## src/rtl/rtc_pkg.sv

```systemverilog
package rtc_pkg;

    localparam int DW = 32;
    localparam int AW = 12;

    localparam logic [AW-1:0] OFS_COUNT = 12'h000;
    localparam logic [AW-1:0] OFS_ALARM = 12'h004;
    localparam logic [AW-1:0] OFS_LOAD  = 12'h008;
    localparam logic [AW-1:0] OFS_CTRL  = 12'h00C;
    localparam logic [AW-1:0] OFS_EN    = 12'h010;
    localparam logic [AW-1:0] OFS_RAW   = 12'h014;
    localparam logic [AW-1:0] OFS_MASKD = 12'h018;
    localparam logic [AW-1:0] OFS_ACK   = 12'h01C;

    typedef enum logic [3:0] {
        SEL_COUNT, SEL_ALARM, SEL_LOAD, SEL_CTRL, SEL_EN,
        SEL_RAW, SEL_MASKD, SEL_ACK, SEL_IDENT, SEL_NONE
    } reg_sel_e;

    typedef struct packed {
        logic load;
        logic alarm;
        logic ack;
        logic en;
    } wr_strobe_t;

    function automatic reg_sel_e decode(input logic [AW-1:0] a);
        if (a[1:0] != 2'b00)           return SEL_NONE;
        if (a[AW-1:5] == '1)           return SEL_IDENT;
        case (a)
            OFS_COUNT: return SEL_COUNT;
            OFS_ALARM: return SEL_ALARM;
            OFS_LOAD:  return SEL_LOAD;
            OFS_CTRL:  return SEL_CTRL;
            OFS_EN:    return SEL_EN;
            OFS_RAW:   return SEL_RAW;
            OFS_MASKD: return SEL_MASKD;
            OFS_ACK:   return SEL_ACK;
            default:   return SEL_NONE;
        endcase
    endfunction

    function automatic logic [7:0] ident_byte(input logic [2:0] idx);
        case (idx)
            3'd0: return 8'h31;
            3'd1: return 8'h10;
            3'd2: return 8'h14;
            3'd3: return 8'h00;
            3'd4: return 8'h0D;
            3'd5: return 8'hF0;
            3'd6: return 8'h05;
            default: return 8'hB1;
        endcase
    endfunction

endpackage

```

## src/rtl/rtc_prescaler.sv

```systemverilog
module rtc_prescaler #(
    parameter int CLK_HZ = 50_000_000
) (
    input  logic clk,
    input  logic rst,
    output logic tick
);
    localparam int PW = (CLK_HZ > 1) ? $clog2(CLK_HZ) : 1;

    generate
        if (CLK_HZ <= 1) begin : g_every
            assign tick = 1'b1;
        end else begin : g_div
            logic [PW-1:0] div_q;
            always_ff @(posedge clk) begin
                if (rst || div_q == PW'(CLK_HZ - 1)) div_q <= '0;
                else                                 div_q <= div_q + 1'b1;
            end
            assign tick = (div_q == PW'(CLK_HZ - 1));

            AST_TICK_SPACING: assert property (@(posedge clk) disable iff (rst)
                tick |=> !tick);
        end
    endgenerate
endmodule

```

## src/rtl/rtc_alarm_core.sv

```systemverilog
module rtc_alarm_core
    import rtc_pkg::*;
(
    input  logic          clk,
    input  logic          rst,
    input  logic          tick,
    input  wr_strobe_t    wr,
    input  logic [DW-1:0] wdata,
    output logic [DW-1:0] count_q,
    output logic [DW-1:0] alarm_q,
    output logic [DW-1:0] load_q,
    output logic          en_q,
    output logic          raw_q,
    output logic          irq
);
    logic [DW-1:0] count_d;
    logic [DW-1:0] alarm_d;
    logic          hit;

    always_comb begin
        count_d = count_q;
        if (wr.load)      count_d = wdata;
        else if (tick)    count_d = count_q + 1'b1;
        alarm_d = wr.alarm ? wdata : alarm_q;
        hit     = (tick || wr.load || wr.alarm) && (count_d == alarm_d);
    end

    always_ff @(posedge clk) begin
        if (rst) begin
            count_q <= '0;
            alarm_q <= '0;
            load_q  <= '0;
            en_q    <= 1'b0;
            raw_q   <= 1'b0;
        end else begin
            count_q <= count_d;
            alarm_q <= alarm_d;
            if (wr.load) load_q <= wdata;
            if (wr.en)   en_q   <= wdata[0];
            if (hit)         raw_q <= 1'b1;
            else if (wr.ack) raw_q <= 1'b0;
        end
    end

    assign irq = raw_q & en_q;

    AST_LOAD_APPLIES: assert property (@(posedge clk) disable iff (rst)
        wr.load |=> (count_q == $past(wdata)));
    AST_WRITE_MATCH: assert property (@(posedge clk) disable iff (rst)
        (wr.load && !wr.alarm && wdata == alarm_q) |=> raw_q);
    AST_COUNT_WRAP: assert property (@(posedge clk) disable iff (rst)
        (tick && !wr.load && count_q == '1) |=> (count_q == '0));
    AST_ACK_CLEARS: assert property (@(posedge clk) disable iff (rst)
        (wr.ack && !tick && !wr.load && !wr.alarm) |=> !raw_q);
    AST_FLAG_STICKY: assert property (@(posedge clk) disable iff (rst)
        (raw_q && !wr.ack) |=> raw_q);
endmodule

```

## src/rtl/rtc_read_mux.sv

```systemverilog
module rtc_read_mux
    import rtc_pkg::*;
(
    input  logic [AW-1:0] addr,
    input  logic [DW-1:0] count_q,
    input  logic [DW-1:0] alarm_q,
    input  logic [DW-1:0] load_q,
    input  logic          en_q,
    input  logic          raw_q,
    output logic [DW-1:0] rdata
);
    always_comb begin
        rdata = '0;
        case (decode(addr))
            SEL_COUNT: rdata = count_q;
            SEL_ALARM: rdata = alarm_q;
            SEL_LOAD:  rdata = load_q;
            SEL_CTRL:  rdata = DW'(1);
            SEL_EN:    rdata = DW'(en_q);
            SEL_RAW:   rdata = DW'(raw_q);
            SEL_MASKD: rdata = DW'(raw_q & en_q);
            SEL_IDENT: rdata = DW'(ident_byte(addr[4:2]));
            default:   rdata = '0;
        endcase
    end
endmodule

```

## src/rtl/sec_alarm_rtc.sv

```systemverilog
module sec_alarm_rtc
    import rtc_pkg::*;
#(
    parameter int CLK_HZ = 50_000_000
) (
    input  logic          clk,
    input  logic          rst,
    input  logic [11:0]   bus_addr,
    input  logic          bus_wr,
    input  logic [31:0]   bus_wdata,
    output logic [31:0]   bus_rdata,
    output logic          irq
);
    logic          tick;
    wr_strobe_t    wr;
    reg_sel_e      sel;
    logic [DW-1:0] count_q, alarm_q, load_q;
    logic          en_q, raw_q;

    assign sel      = decode(bus_addr);
    assign wr.load  = bus_wr && (sel == SEL_LOAD);
    assign wr.alarm = bus_wr && (sel == SEL_ALARM);
    assign wr.ack   = bus_wr && (sel == SEL_ACK);
    assign wr.en    = bus_wr && (sel == SEL_EN);

    rtc_prescaler #(.CLK_HZ(CLK_HZ)) u_presc (
        .clk(clk), .rst(rst), .tick(tick)
    );

    rtc_alarm_core u_core (
        .clk(clk), .rst(rst), .tick(tick), .wr(wr), .wdata(bus_wdata),
        .count_q(count_q), .alarm_q(alarm_q), .load_q(load_q),
        .en_q(en_q), .raw_q(raw_q), .irq(irq)
    );

    rtc_read_mux u_rmux (
        .addr(bus_addr), .count_q(count_q), .alarm_q(alarm_q),
        .load_q(load_q), .en_q(en_q), .raw_q(raw_q), .rdata(bus_rdata)
    );

    AST_EN_ONE_BIT: assert property (@(posedge clk) disable iff (rst)
        (bus_addr == OFS_EN) |-> (bus_rdata[31:1] == '0));
    AST_CTRL_ONE: assert property (@(posedge clk) disable iff (rst)
        (bus_addr == OFS_CTRL) |-> (bus_rdata == 32'd1));
endmodule

```

## config.mk

```make
export PLATFORM = sky130hd
export DESIGN_NAME = sec_alarm_rtc
export DESIGN_NICKNAME = d
export VERILOG_FILES = /design/src/rtl/rtc_pkg.sv /design/src/rtl/rtc_prescaler.sv /design/src/rtl/rtc_alarm_core.sv /design/src/rtl/rtc_read_mux.sv /design/src/rtl/sec_alarm_rtc.sv
export SDC_FILE = /design/constraint.sdc
export NUM_CORES = 1
export LEC_CHECK = 0
export CORE_MARGIN = 5
export CORE_UTILIZATION = 30
export CTS_CLUSTER_DIAMETER = 200
export DETAILED_ROUTE_END_ITERATION = 10
export PLACE_DENSITY = 0.51
export SLEW_MARGIN = 20
export SYNTH_ARGS = -nofsm -noshare
export SYNTH_HDL_FRONTEND = slang
export SYNTH_HIERARCHICAL = 1
export SYNTH_SLANG_ARGS = --single-unit
export TNS_END_PERCENT = 10
```

## constraint.sdc

```tcl
create_clock -name clk -period 11.41 [get_ports clk]
set_input_delay 3.423 -clock clk [delete_from_list [all_inputs] [get_ports clk]]
set_output_delay 3.423 -clock clk [all_outputs]
set_load 0.02 [all_outputs]
```

==> parameters.txt <==
Parameter                              Value

Run status
  Result of the run    finished, final reports clean

Logic synthesis
  Count of mapped cells out of synthesis    965
  Sequential element share of the synthesized area    0.315
  Post-synth top area share    0.315
  Main synth FF type    sky130_fd_sc_hd__dfxtp_1
  Synth Cell Area    7880 sq um
  Top post-synthesis cells by count    sky130_fd_sc_hd__nor2_1, sky130_fd_sc_hd__dfxtp_1, sky130_fd_sc_hd__mux2i_1, sky130_fd_sc_hd__nand2_1, sky130_fd_sc_hd__xnor2_1
  Post-synthesis register bit count    124
  Share of synthesized cell area in and, or, nand and nor gates    0.264
  Average footprint of a synthesized cell    8.16 sq um
  Post-synth net total    1014
  Fraction of registers with async set or reset after synthesis    0
  Count of flip-flops with a built-in enable after synthesis    0
  Most numerous cell in the Yosys netlist    sky130_fd_sc_hd__nor2_1
  Library cells used by synthesis    84
  Share of synthesized area spent on multiplexers    0.121
  Main combinational cell family by area after synthesis    simple AND/OR/NAND/NOR gates
  Synthesis warning total    6
  Area contributors post-synth    sky130_fd_sc_hd__dfxtp_1, sky130_fd_sc_hd__mux2i_1, sky130_fd_sc_hd__xnor2_1
  Synth area leader    sky130_fd_sc_hd__dfxtp_1
  Adder and majority gate portion of the synthesized area    0.00318
  Fraction of the mapped netlist area in compound gates    0.135
  Parity-gate share of the synthesized area counting xor and xnor cells    0.112

Hold path
  Cell depth of the worst min-delay path    2
  Hold path startpoint    u_core/load_q[17]
  Worst Hold Path EP    u_core/load_q[17]
  Hold Crit Class    register to register

Global route
  First-pass GRT wire length    38700 um
  Number of antenna violations at the first check in global routing    0
  Pin count of the biggest net entering global routing    66
  Remaining global-route overflow    0
  GR Util All Layers    0.165
  Vias in the first global route    6831

Clock network
  Number of CTS-inserted buffers    17
  Clock tree from TritonCTS    done
  Buffer cell driving the clock tree root    sky130_fd_sc_hd__clkbuf_16
  Number of buffers inserted for hold repair after clock tree synthesis    0
  Bufs on Longest Clock Path    2
  Sink count of the clock tree    124
  Clock slew seen by the registers of the worst setup and hold paths    0.06 ns
  H-Tree Depth    4
  Post-CTS sizing    0
  Clock network latency to the later pin of the worst-skew pair    0.43 ns
  Post-CTS setup buffers    0

Place
  Place WS    1.51 ns
  Placed wire-length estimate after detailed placement    17500 um
  RePlAce Congestion    0.859
  Placed Cells    1328
  Number of input and output port buffers inserted    79

Setup path
  Highest fanout seen on the critical path    14
  Slowest cell delay on critical path    0.67 ns
  Series of cell instances along the critical path    clkdlybuf4s50_1 > and4_2 > nand4_1 > nand2_2 > buf_4 > mux2i_1 > o21ai_1 > clkdlybuf4s50_1
  Cell with the largest stage delay on the worst path    sky130_fd_sc_hd__clkdlybuf4s50_1
  CP Data Arrival Time    6.50 ns
  Nature of the critical path startpoint    primary input
  Reg-to-reg setup timing slack    6.25 ns
  Number of cells on the worst reg-to-reg path    14
  Crit Path Category    primary input to output pin
  Worst path most repeated cell    sky130_fd_sc_hd__clkdlybuf4s50_1
  Data required time of the critical path    7.99 ns
  FF-to-FF End    u_core/raw_q
  Type of destination of the critical path    output pin
  Launch instance of the worst register-to-register path    u_presc/g_div.div_q[0]

STA
  Max-slew headroom at the worst pin    0.402
  Final Worst Setup Slack    1.49 ns
  Fin crit share    0.870
  Clock tree skew after final layout    0.0108 ns
  Final critical delay including setup and external delays    9.92 ns
  Final setup violation count    0
  FMAX    0.101 GHz
  Slew of the pin with the lowest slew margin    0.897 ns
  Setup repair after global routing missed its margin    false
  TNS Setup    0 ns
  Final Hold Viols    0
  Final-report max-slew violation count    0

Job
  Max-capacitance violation count    0

Routing
  Mean number of vias per cell    5.23
  Number of routed nets with antenna violations    0
  DR iter-0 viols    552
  Via count    7119
  Routed length per instance    17.9 um
  DRC violations left    0
  Detailed-route wire length    24300 um
  Pre-antenna DRT Iters    7

Die
  Horizontal extent of the die    172 um
  Starting density of the core    0.303
  Die Y    172 um
  Placeable core area    26000 sq um
  Area of the die    29600 sq um
  I/O pin count    80
  Row count    59

Cells and area
  Share of final-layout standard cells stronger than drive strength 1    0.0712
  Util after Layout    0.363
  Post-layout nets    1062
  # diodes    0
  Area growth syn-to-layout    19.6%
  Non-filler cells in the finished layout    1361
  Filler cells    2722

Pwr
  Power density over the cells    108 nW/um^2
  IR drop worst, VDD    0.0798 mV
  Leakage    2.99 nW
  Total power    0.00101 W
layout by cell type (no fill, tap or decap), types with 24 or more instances in the layout:
cell type                           n
sky130_fd_sc_hd__nor2_1           126
sky130_fd_sc_hd__dfxtp_1          124
sky130_fd_sc_hd__mux2i_1           94
sky130_fd_sc_hd__nand2_1           88
sky130_fd_sc_hd__clkdlybuf4s50_1   78
sky130_fd_sc_hd__xnor2_1           58
sky130_fd_sc_hd__a21oi_1           54
sky130_fd_sc_hd__xor2_1            40
sky130_fd_sc_hd__nand3_1           29
sky130_fd_sc_hd__o21ai_1           28
sky130_fd_sc_hd__nand4_1           26
sky130_fd_sc_hd__nor3_1            24
sky130_fd_sc_hd__o21ai_0           24
cells by family after synthesis:
group | count (synthesis)
compound gates | 168
xor+xnor | 99
fa+ha+maj | 2
buf+inv | 78
flops | 124
mux | 95
simple gates | 399
through the flow:
stage | hold slack [ns] | cell area, sq um
final | 0.467 | 9420
after global routing | 0.487 | 9420
after CTS | 0.468 | 9410
after detailed placement | 0.459 | 8840
after global placement | 0.454 | 8840
after floorplan | 0.441 | 7880
layer usage:
metal  vias to the layer above  global-route usage  part of all wire
li1                       3538                   -                 -
met5                         -                   0                 0
met4                         0              0.0414             0.013
met3                        25              0.0327             0.046
met2                       160               0.264              0.46
met1                      3396               0.230              0.48
layout make-up:
| type | instances | area [sq um] | share of cell area |
|---|---|---|---|
| clock buffers | 17 | 425 | 0.0452 |
| inverters | 17 | 63.8 | 0.00677 |
| multi-input cells | 763 | 5010 | 0.532 |
| well taps | 335 | 419 | 0.0445 |
| repair buffers | 90 | 875 | 0.0928 |
| clock inverters | 15 | 141 | 0.0150 |
| flip-flops and latches | 124 | 2480 | 0.263 |
sequential cells by signal, indices dropped and copies added (netlist names):
register	flops
u_core/count_q	32
u_core/alarm_q	32
u_core/en_q	1
u_core/raw_q	1
u_core/load_q	32
u_presc/g_div.div_q	26
worst max-delay path by stage:
| stage | slack, ns | end | start |
|---|---|---|---|
| finish | 1.49 | bus_rdata[9] | bus_addr[8] |
| floorplan | 3.25 | bus_rdata[17] | bus_addr[8] |
| detailed placement | 1.51 | bus_rdata[10] | bus_addr[5] |
| CTS | 1.49 | bus_rdata[10] | bus_addr[5] |
| global placement | 1.57 | bus_rdata[10] | bus_addr[10] |
| global route | 1.33 | bus_rdata[8] | bus_addr[5] |
power breakdown:
group	internal, W	switching (W)	total, W
sequential	0.000434	0.00000178	0.000436
combinational	0.0000257	0.0000317	0.0000574
clock	0.000302	0.000218	0.000520
worst max-delay path: cells and delay by family:
family / cells / cell delay (ns)
buffers and inverters: 3 / 1.54
AOI/OAI and AO/OA: 1 / 0.26
muxes: 1 / 0.11
and+or+nand+nor: 3 / 1.16
Power figures use the tool's default switching activity.
